### config.mk
export PLATFORM = sky130hd
export DESIGN_NAME = ocw_limit_reg
export DESIGN_NICKNAME = d
export VERILOG_FILES = /design/src/rtl/ocw_pkg.sv /design/src/rtl/ocw_check.sv /design/src/rtl/ocw_store.sv /design/src/rtl/ocw_status.sv /design/src/rtl/ocw_limit_reg.sv
export SDC_FILE = /design/constraint.sdc
export NUM_CORES = 1
export LEC_CHECK = 0
export ABC_CLOCK_PERIOD_IN_PS = 2080
export BUFFER_PORTS_ARGS = -buffer_cell sky130_fd_sc_hd__buf_2
export CAP_MARGIN = 10
export CELL_PAD_IN_SITES_DETAIL_PLACEMENT = 2
export CELL_PAD_IN_SITES_GLOBAL_PLACEMENT = 2
export CORE_UTILIZATION = 25
export DETAILED_ROUTE_END_ITERATION = 8
export PLACE_DENSITY = 0.78
export SETUP_SLACK_MARGIN = 0.02
export SYNTH_ARGS = -nofsm -noshare
export SYNTH_HDL_FRONTEND = slang
export SYNTH_SLANG_ARGS = --single-unit
### constraint.sdc
create_clock -name clk -period 2.08 [get_ports clk]
set_input_delay 0.416 -clock clk [delete_from_list [all_inputs] [get_ports clk]]
set_output_delay 0.416 -clock clk [all_outputs]
set_load 0.03 [all_outputs]
### src/rtl/ocw_pkg.sv
package ocw_pkg;

    typedef enum logic [0:0] {
        ST_CLEAN   = 1'b0,
        ST_FLAGGED = 1'b1
    } ocw_state_e;

endpackage

### src/rtl/ocw_check.sv
module ocw_check #(
    parameter int DATA_W = 16,
    parameter int MANT_W = 11,
    parameter int WR_W   = 7,
    parameter int SHIFT  = 3
) (
    input  logic [DATA_W-1:0] cur_q,
    input  logic [DATA_W-1:0] wr_data,
    input  logic [DATA_W-1:0] fault_lim,
    output logic [DATA_W-1:0] cand,
    output logic              too_high,
    output logic [DATA_W-1:0] dflt
);

    localparam int EXP_W = DATA_W - MANT_W;

    logic [MANT_W-1:0] fmant;
    logic [MANT_W-1:0] cmant;
    logic unused_wr_hi;
    logic unused_cur_lo;

    // Writable bits come from the write; the read-only field keeps its stored value.
    generate
        if (WR_W < DATA_W) begin : g_merge
            assign cand          = {cur_q[DATA_W-1:WR_W], wr_data[WR_W-1:0]};
            assign unused_wr_hi  = ^wr_data[DATA_W-1:WR_W];
            assign unused_cur_lo = ^cur_q[WR_W-1:0];
        end else begin : g_full
            assign cand          = wr_data;
            assign unused_wr_hi  = 1'b0;
            assign unused_cur_lo = ^cur_q;
        end
    endgenerate

    assign fmant    = fault_lim[MANT_W-1:0];
    assign cmant    = cand[MANT_W-1:0];
    assign too_high = cmant > fmant;

    // Restore default: seven eighths of the fault mantissa, same exponent.
    assign dflt = {fault_lim[DATA_W-1:DATA_W-EXP_W], fmant - (fmant >> SHIFT)};

endmodule

### src/rtl/ocw_store.sv
module ocw_store #(
    parameter int DATA_W = 16
) (
    input  logic              clk,
    input  logic              rst_n,
    input  logic              restore,
    input  logic              wr_accept,
    input  logic [DATA_W-1:0] cand,
    input  logic [DATA_W-1:0] dflt,
    output logic [DATA_W-1:0] q
);

    always_ff @(posedge clk or negedge rst_n) begin
        if (!rst_n) begin
            q <= '0;
        end else if (restore) begin
            q <= dflt;
        end else if (wr_accept) begin
            q <= cand;
        end
    end

    // the restore loads the computed default
    a_r7_restore_load: assert property (@(posedge clk) disable iff (!rst_n)
        restore |=> q == $past(dflt));

    // no load without restore or accepted write
    a_r3_hold: assert property (@(posedge clk) disable iff (!rst_n)
        (!restore && !wr_accept) |=> $stable(q));

endmodule

### src/rtl/ocw_status.sv
module ocw_status
    import ocw_pkg::*;
(
    input  logic clk,
    input  logic rst_n,
    input  logic set_err,
    input  logic clr,
    output logic cml,
    output logic ivd,
    output logic alert_n
);

    ocw_state_e state_q;
    ocw_state_e state_d;

    always_comb begin
        state_d = state_q;
        unique case (state_q)
            ST_CLEAN: begin
                if (set_err) state_d = ST_FLAGGED;   // reject
            end
            ST_FLAGGED: begin
                if (clr && !set_err) state_d = ST_CLEAN; // clear
            end
            default: state_d = ST_CLEAN;
        endcase
    end

    always_ff @(posedge clk or negedge rst_n) begin
        if (!rst_n) state_q <= ST_CLEAN;
        else        state_q <= state_d;
    end

    always_comb begin
        cml     = 1'b0;
        ivd     = 1'b0;
        alert_n = 1'b1;
        unique case (state_q)
            ST_CLEAN: ;
            ST_FLAGGED: begin
                cml     = 1'b1;
                ivd     = 1'b1;
                alert_n = 1'b0;
            end
            default: ;
        endcase
    end

    // an error in the clear cycle keeps the flags
    a_r10_err_wins: assert property (@(posedge clk) disable iff (!rst_n)
        set_err |=> (!alert_n && cml));

    // a clear with no error releases the alert
    a_r9_clear: assert property (@(posedge clk) disable iff (!rst_n)
        (clr && !set_err) |=> (alert_n && !ivd));

    // flags stay sticky without a clear
    a_r9_sticky: assert property (@(posedge clk) disable iff (!rst_n)
        (!alert_n && !clr) |=> !alert_n);

endmodule

### src/rtl/ocw_limit_reg.sv
module ocw_limit_reg #(
    parameter int DATA_W = 16,
    parameter int MANT_W = 11,
    parameter int WR_W   = 7,
    parameter int SHIFT  = 3
) (
    input  logic              clk,
    input  logic              rst_n,
    input  logic              wr_en,
    input  logic [DATA_W-1:0] wr_data,
    input  logic [DATA_W-1:0] fault_limit,
    input  logic              override_en,
    input  logic              restore,
    input  logic              clr_status,
    output logic [DATA_W-1:0] limit_q,
    output logic              cml_flag,
    output logic              ivd_flag,
    output logic              alert_n
);

    logic [DATA_W-1:0] cand;
    logic [DATA_W-1:0] dflt;
    logic              too_high;
    logic              wr_live;
    logic              wr_accept;
    logic              set_err;

    // Restore has priority: a write in the same cycle is dropped entirely.
    assign wr_live   = wr_en && !restore;
    assign wr_accept = wr_live && (!too_high || override_en);
    assign set_err   = wr_live && too_high && !override_en;

    ocw_check #(
        .DATA_W (DATA_W),
        .MANT_W (MANT_W),
        .WR_W   (WR_W),
        .SHIFT  (SHIFT)
    ) u_check (
        .cur_q     (limit_q),
        .wr_data   (wr_data),
        .fault_lim (fault_limit),
        .cand      (cand),
        .too_high  (too_high),
        .dflt      (dflt)
    );

    ocw_store #(
        .DATA_W (DATA_W)
    ) u_store (
        .clk       (clk),
        .rst_n     (rst_n),
        .restore   (restore),
        .wr_accept (wr_accept),
        .cand      (cand),
        .dflt      (dflt),
        .q         (limit_q)
    );

    ocw_status u_status (
        .clk     (clk),
        .rst_n   (rst_n),
        .set_err (set_err),
        .clr     (clr_status),
        .cml     (cml_flag),
        .ivd     (ivd_flag),
        .alert_n (alert_n)
    );

    // a refused write keeps the stored word
    a_r3_reject_keeps: assert property (@(posedge clk) disable iff (!rst_n)
        (wr_en && !restore && !override_en &&
         (wr_data[WR_W-1:0] > fault_limit[WR_W-1:0]) &&
         (limit_q[MANT_W-1:WR_W] == fault_limit[MANT_W-1:WR_W]))
        |=> $stable(limit_q));

    // a refused write raises both flags and the alert
    a_r4_reject_flags: assert property (@(posedge clk) disable iff (!rst_n)
        (wr_en && !restore && !override_en && too_high)
        |=> (cml_flag && ivd_flag && !alert_n));

    // a write never changes the read-only field
    a_r6_upper_ro: assert property (@(posedge clk) disable iff (!rst_n)
        (wr_en && !restore) |=> limit_q[DATA_W-1:WR_W] == $past(limit_q[DATA_W-1:WR_W]));

    // an overridden write stores the writable bits and raises no new flag
    a_r5_override: assert property (@(posedge clk) disable iff (!rst_n)
        (wr_en && !restore && override_en && alert_n && !clr_status)
        |=> (limit_q[WR_W-1:0] == $past(wr_data[WR_W-1:0]) && alert_n));

    // a write beside a restore raises no flag
    a_r8_restore_wins: assert property (@(posedge clk) disable iff (!rst_n)
        (restore && alert_n) |=> alert_n);

endmodule

==> flow_metrics.env, run 1 <==
export IMPL_ys_top_cells_by_area="dfrtp_1 31%, ha_1 18%, mux2i_1 8.1%"
export IMPL_reg2reg_from="u_store.q[8]"
export IMPL_synth_cell_types=37
export IMPL_core_um2=5170
export IMPL_antennaDiodeCount=0
export IMPL_leakage_uw=0.00108
export IMPL_cts_buffer_depth=2
export IMPL_synth_fp_nets=198
export IMPL_drt_pre_antenna_iters=4
export IMPL_path_clk_slew_ps=70
export IMPL_die_y_um=75.6
export IMPL_fp_dieW_um=75.6
export IMPL_synth_cells=140
export IMPL_dieArea_um2=5710
export IMPL_hpwl_um=4070
export IMPL_status="complete, but fails checks"
export IMPL_cp_max_fo=7
export IMPL_wl_per_cell_um=18.7
export IMPL_cts_max_level=1
export IMPL_p_int_uw=815
export IMPL_via_per_inst=4.79
export IMPL_hold_violations=0
export IMPL_slew_viol_final=0
export IMPL_synth_top_cell_area_share_pct=31.4
export IMPL_place_gp_congestion=0.761
export IMPL_combPwrFrac_pct=49.2
export IMPL_syn_area_um2=1350
export IMPL_power_switching_uw=543
export IMPL_synth_area_leader_cell="dfrtp_1"
export IMPL_route_antenna_remaining_nets=0
export IMPL_grt_pass1_vias=1585
export IMPL_setup_ws_ps=-92.2
export IMPL_cts_hold_repair_buffers=0
export IMPL_clock_root_buffer="clkbuf_8"
export IMPL_timing_final_crit_share_pct=104
export IMPL_grt_antenna_before_repair=0
export IMPL_worstSetupStartpointType="register"
export IMPL_setup_viol=7
export IMPL_grtUsageTotal_pct=20.4
export IMPL_path_class="register to register"
export IMPL_arrival_ps=2320
export IMPL_end_kind="register"
export IMPL_yosysWarnings=0
export IMPL_ff2ff_setup_slack_ps=-90
export IMPL_routed_wirelength_um=5560
export IMPL_ys_seq_area_share_pct=31.4
export IMPL_hp_class="input pin to asynchronous set/reset pin"
export IMPL_critPathRequiredTime_ps=2220
export IMPL_sw_frac_of_total_pct=40.0
export IMPL_drc_errors=0
export IMPL_clk_latency_ps=270
export IMPL_cts_num_sinks=17
export IMPL_worstReg2RegEnd="u_store.q[0]"
export IMPL_drive_gt1_share_pct=50.0
export IMPL_drtIter0Drc=42
export IMPL_maxSlewHeadroom_pct=71.2
export IMPL_p_seq_share_pct=30.9
export IMPL_maxCapViolCount=0
export IMPL_cts_tree="done"
export IMPL_ff2ff_path_depth=7
export IMPL_ir_drop_mv=0.248
export IMPL_grt_max_degree=23
export IMPL_violations="setup timing"
export IMPL_initial_core_util_pct=26.2
export IMPL_worstMarginPinSlew_ps=433
export IMPL_max_clock_freq_ghz=0.460
export IMPL_nets=287
export IMPL_dr_total_vias=1428
export IMPL_fp_row_count=26
export IMPL_rsz0062_at_grt="true"
export IMPL_numCtsBuffers=3
export IMPL_whs_ps=76.8
export IMPL_p_per_area_nw_per_um2=651
export IMPL_io_buffers=47
export IMPL_areaGrowthSynthToFinish_pct=54.1
export IMPL_min_period_ps=2170
export IMPL_grt_pass1_wl_um=8180
export IMPL_final_core_util_pct=40.3
export IMPL_boundaryPins=57
export IMPL_finalClockSkew_ps=2.37
export IMPL_power_frac_clock_pct=19.9
export IMPL_synth_area_per_cell_um2=9.67
export IMPL_synth_seq_cells=17
export IMPL_overflow=0
==> state kept, by name (all words and copies together) (netlist names) <==
signal,flops
u_store.q,16
u_status.state_q,1
==> metrics by stage <==
| step | std cells | setup TNS (ps) | total power, uW | setup slack (ps) | area [um2] |
|---|---|---|---|---|---|
| 2_1_floorplan | 140 | 0 | 768 | 33.6 | 1370 |
| 3_3_place_gp | 288 | -2210 | 983 | -249 | 1930 |
| 3_5_place_dp | 288 | -3320 | 1020 | -372 | 1930 |
| 4_1_cts | 296 | -299 | 1350 | -89.4 | 2050 |
| 5_1_grt | 298 | -740 | 1420 | -143 | 2090 |
| 6_report | 298 | -371 | 1360 | -92.2 | 2090 |
==> how the worst max path moves through the flow <==
stage	from	to	slack [ps]
final	u_store.q[8]	u_store.q[0]	-90
after global routing	u_store.q[10]	u_store.q[0]	-140
after CTS	u_store.q[8]	u_store.q[0]	-90
after detailed placement	fault_limit[9]	u_store.q[0]	-370
after global placement	fault_limit[9]	u_store.q[3]	-250
after floorplan	u_store.q[7]	u_store.q[1]	30
==> cells in the mapped netlist <==
cell type / instances
ha_1: 19
dfrtp_1: 17
inv_1: 16
mux2i_1: 11
nand2_1: 8
nor2_1: 7
mux2_2: 6
a21oi_1: 5
o21ai_1: 5
nor2b_1: 4
o21ai_0: 4
xnor2_1: 4
nand4_1: 3
o211ai_1: 3
or3_1: 3
a41oi_1: 2
nand3_1: 2
xor2_1: 2
a211oi_2: 1
a21o_1: 1
and2_1: 1
buf_1: 1
buf_4: 1
buf_6: 1
clkbuf_1: 1
fa_1: 1
nor3_1: 1
o21a_1: 1
o2bb2ai_1: 1
o311a_1: 1
o311ai_1: 1
o31a_1: 1
o32a_1: 1
o32ai_1: 1
o41ai_1: 1
or2_1: 1
or2_2: 1
==> what timing repair did <==
item                                    CTS  global route
hold endpoints to repair                  0             0
cloned                                    0             0
pin swaps                                 5             6
gates resized for setup                   9             5
endpoints found under the setup margin   10            10
setup buffers                             4             2
==> cell families (layout without fill, tap and decap cells) <==
logic type / count (synthesis) / after routing / share of synthesized area, %
multiplexers: 17 / 17 / 13.1
flip-flops: 17 / 17 / 31.4
AO/OA/AOI/OAI: 29 / 29 / 14.9
XOR/XNOR: 6 / 6 / 3.88
AND/OR/NAND/NOR: 31 / 31 / 11.3
adder cells (fa/ha/maj): 20 / 20 / 19.0
buffers and inverters: 20 / 108 / 6.38
==> area by class of cell <==
class                   count  area, um2
flip-flops and latches     17        428
multi-input cells         103        921
repair buffers             88        543
fillers                   570       3090
clock inverters             1       5.00
clock buffers               3       41.3
inverters                  16       60.1
well taps                  70       87.6
==> metal layers <==
| metal | share of wire (%) | vias up | track usage, % |
|---|---|---|---|
| met1 | 38 | 716 | 20.8 |
| met4 | 2.4 | 0 | 8.64 |
| met3 | 2.6 | 12 | 3.04 |
| li1 | - | 676 | - |
| met2 | 57 | 24 | 40.6 |
| met5 | 0 | - | 0 |
==> power by group through the flow <==
stage | Combinational (uW) | Clock [uW] | Sequential [uW]
6_report | 668 | 270 | 419
5_1_grt | 716 | 282 | 425
4_1_cts | 655 | 274 | 419
3_5_place_dp | 599 | 0 | 424
3_3_place_gp | 564 | 0 | 419
2_1_floorplan | 239 | 0 | 529
==> worst max-delay path, cell delays in order (launching register included) <==
cell and delay (ps):
dfrtp_2 440, ha_4 230, a211oi_2 240, nor2_1 100, or3_1 320, o32a_4 400
mux2i_1 200, mux2i_1 110
==> cells in the final DEF (no fill, tap or decap), types with 2 or more instances in the layout <==
cell type	count
o21ai_0	3
o21ai_1	4
a21oi_2	2
inv_1	16
a41oi_1	2
clkbuf_8	3
nor2_1	7
nand2_1	8
dfrtp_2	2
dfrtp_1	15
ha_2	2
nand3_1	2
xor2_1	2
ha_4	2
xnor2_1	4
nor2b_1	3
buf_2	47
mux2i_1	11
ha_1	15
or3_1	3
o21ai_2	2
a21oi_1	3
nand4_1	3
mux2_2	6
buf_4	41
o211ai_1	3
No activity file was read; power rests on OpenSTA's default activity.
==> inputs of run 2 (changes only) <==
--- a/config.mk
+++ b/config.mk
@@ -6,13 +6,13 @@
 export NUM_CORES = 1
 export LEC_CHECK = 0
 export ABC_CLOCK_PERIOD_IN_PS = 2080
-export BUFFER_PORTS_ARGS = -buffer_cell sky130_fd_sc_hd__buf_2
 export CAP_MARGIN = 10
 export CELL_PAD_IN_SITES_DETAIL_PLACEMENT = 2
 export CELL_PAD_IN_SITES_GLOBAL_PLACEMENT = 2
-export CORE_UTILIZATION = 25
+export CORE_UTILIZATION = 32
 export DETAILED_ROUTE_END_ITERATION = 8
-export PLACE_DENSITY = 0.78
+export DONT_BUFFER_PORTS = 1
+export PLACE_DENSITY = 0.75
 export SETUP_SLACK_MARGIN = 0.02
 export SYNTH_ARGS = -nofsm -noshare
 export SYNTH_HDL_FRONTEND = slang
==> flow_metrics.env, run 2 (synthesized netlist as in run 1, its figures left out) <==
export IMPL_status="complete, but fails checks"
export IMPL_violations="setup timing"
export IMPL_routed_wirelength_um=4470
export IMPL_hpwl_um=3380
export IMPL_cts_num_sinks=17
export IMPL_core_um2=4030
export IMPL_critPathRequiredTime_ps=2230
export IMPL_hold_violations=0
export IMPL_drtIter0Drc=15
export IMPL_antennaDiodeCount=0
export IMPL_path_clk_slew_ps=80
export IMPL_via_per_inst=5.60
export IMPL_p_seq_share_pct=42.2
export IMPL_cts_max_level=1
export IMPL_grtUsageTotal_pct=21.4
export IMPL_hp_class="input pin to register"
export IMPL_maxSlewHeadroom_pct=42.1
export IMPL_leakage_uw=0.000779
export IMPL_pre_cts_ws_ps=-275
export IMPL_drt_pre_antenna_iters=2
export IMPL_clock_root_buffer="clkbuf_8"
export IMPL_die_y_um=67.0
export IMPL_place_gp_congestion=0.812
export IMPL_nets=219
export IMPL_grt_pass1_wl_um=6810
export IMPL_route_antenna_remaining_nets=0
export IMPL_cts_tree="done"
export IMPL_setup_ws_ps=-18.4
export IMPL_cp_max_fo=7
export IMPL_setup_viol=2
export IMPL_max_clock_freq_ghz=0.477
export IMPL_drive_gt1_share_pct=26.3
export IMPL_boundaryPins=57
export IMPL_fp_dieW_um=67.0
export IMPL_worstMarginPinSlew_ps=865
export IMPL_p_int_uw=714
export IMPL_largest_register_ffs=16
export IMPL_wl_per_cell_um=21.3
export IMPL_areaGrowthSynthToFinish_pct=22.2
export IMPL_maxCapViolCount=0
export IMPL_cts_setup_buffers=0
export IMPL_layout_commonest_cell="buf_4"
export IMPL_p_per_area_nw_per_um2=726
export IMPL_fp_row_count=23
export IMPL_dieArea_um2=4500
export IMPL_path_class="register to register"
export IMPL_arrival_ps=2250
export IMPL_final_cell_mix="19 x buf_4, 17 x ha_1, 16 x inv_1"
export IMPL_drc_errors=0
export IMPL_io_buffers=0
export IMPL_sw_frac_of_total_pct=40.5
export IMPL_stdcell_area_um2=1650
export IMPL_dr_total_vias=1175
export IMPL_top_regs="u_store.q (16), u_status.state_q (1)"
export IMPL_grt_pass1_vias=1322
export IMPL_grt_antenna_before_repair=0
export IMPL_ir_drop_mv=0.261
export IMPL_cts_buffer_depth=2
export IMPL_clk_latency_ps=270
export IMPL_end_kind="register"
export IMPL_finalClockSkew_ps=3.14
export IMPL_numCtsBuffers=3
export IMPL_worstSetupStartpointType="register"
export IMPL_timing_final_crit_share_pct=101
export IMPL_min_period_ps=2100
export IMPL_slew_viol_final=0
export IMPL_dpl_cell_area_um2=1550
export IMPL_grt_max_degree=24
export IMPL_overflow=0
export IMPL_rsz0062_at_grt="true"
export IMPL_combPwrFrac_pct=34.4
export IMPL_power_frac_clock_pct=23.4
export IMPL_initial_core_util_pct=33.6
export IMPL_power_switching_uw=486
export IMPL_top_register="u_store.q"
[run 2: cell count changes in the layout (fill, tap and decap cells not counted), moves of 2 or more]
| cell | delta |
|---|---|
| buf_2 | -47 |
| buf_4 | -22 |
| ha_1 | +2 |
| ha_2 | -2 |
| mux2i_1 | -2 |
| mux2i_2 | +2 |
[run 2: repair_timing]
action                                  CTS  global route
pin swaps                                 2             1
resized for setup                         5             5
hold buffers                              1             0
endpoints found under the setup margin    7             8
endpoints found under the hold margin    17             0
[run 2: critical path, cell delays in order (launching register included)]
cell and delay (ps):
dfrtp_2 430, ha_4 230, a211oi_2 170, nor2_1 70, or3_1 320, o32a_4 450
mux2i_2 200, mux2i_1 100
[run 2: power groups by stage]
stage	logic, uW	clock network [uW]	registers, uW
floorplan	239	0	529
global placement	342	0	508
detailed placement	373	0	511
CTS	406	284	507
global route	449	296	514
finish	413	280	507
[run 2: worst paths after layout]
path | slack, ps | cells past startpoint | start | to
max in group asynchronous | 790 | 1 | rst_n | u_store.q[9]
worst max register to register | -20 | 7 | u_store.q[8] | u_store.q[0]
worst min register to register | 730 | 3 | u_store.q[10] | u_store.q[10]
worst min-delay path | 240 | 1 | restore | u_store.q[4]
min in group asynchronous | 700 | 1 | rst_n | u_status.state_q
worst max-delay path | -20 | 7 | u_store.q[8] | u_store.q[0]
[run 2: metrics by stage]
stage / util [%] / instances / TNS, ps / hold WS (ps) / total power [uW]
after CTS: 40.5 / 210 / -24.9 / 235 / 1200
final: 41.1 / 210 / -18.5 / 236 / 1200
after floorplan: - / 140 / 0 / 120 / 768
after global placement: 38.4 / 205 / -926 / 121 / 850
after global routing: 41.1 / 210 / -346 / 238 / 1260
after detailed placement: 38.4 / 205 / -2190 / 121 / 884
[run 2: layout make-up]
| cell class | instances | area, um2 |
|---|---|---|
| Timing Repair Buffer | 20 | 153 |
| Clock inverter | 1 | 5.00 |
| Inverter | 16 | 60.1 |
| Fill cell | 458 | 2370 |
| Clock buffer | 3 | 41.3 |
| Multi-Input combinational cell | 103 | 905 |
| Sequential cell | 17 | 428 |
| Tap cell | 50 | 62.6 |
[run 2: metal layers]
| layer | GRT usage, % | up-vias | wire length, um |
|---|---|---|---|
| met2 | 38.8 | 30 | 2440 |
| li1 | - | 542 | - |
| met4 | 8.24 | 0 | 84 |
| met1 | 24.8 | 596 | 1790 |
| met3 | 3.25 | 7 | 157 |
| met5 | 0 | - | 0 |
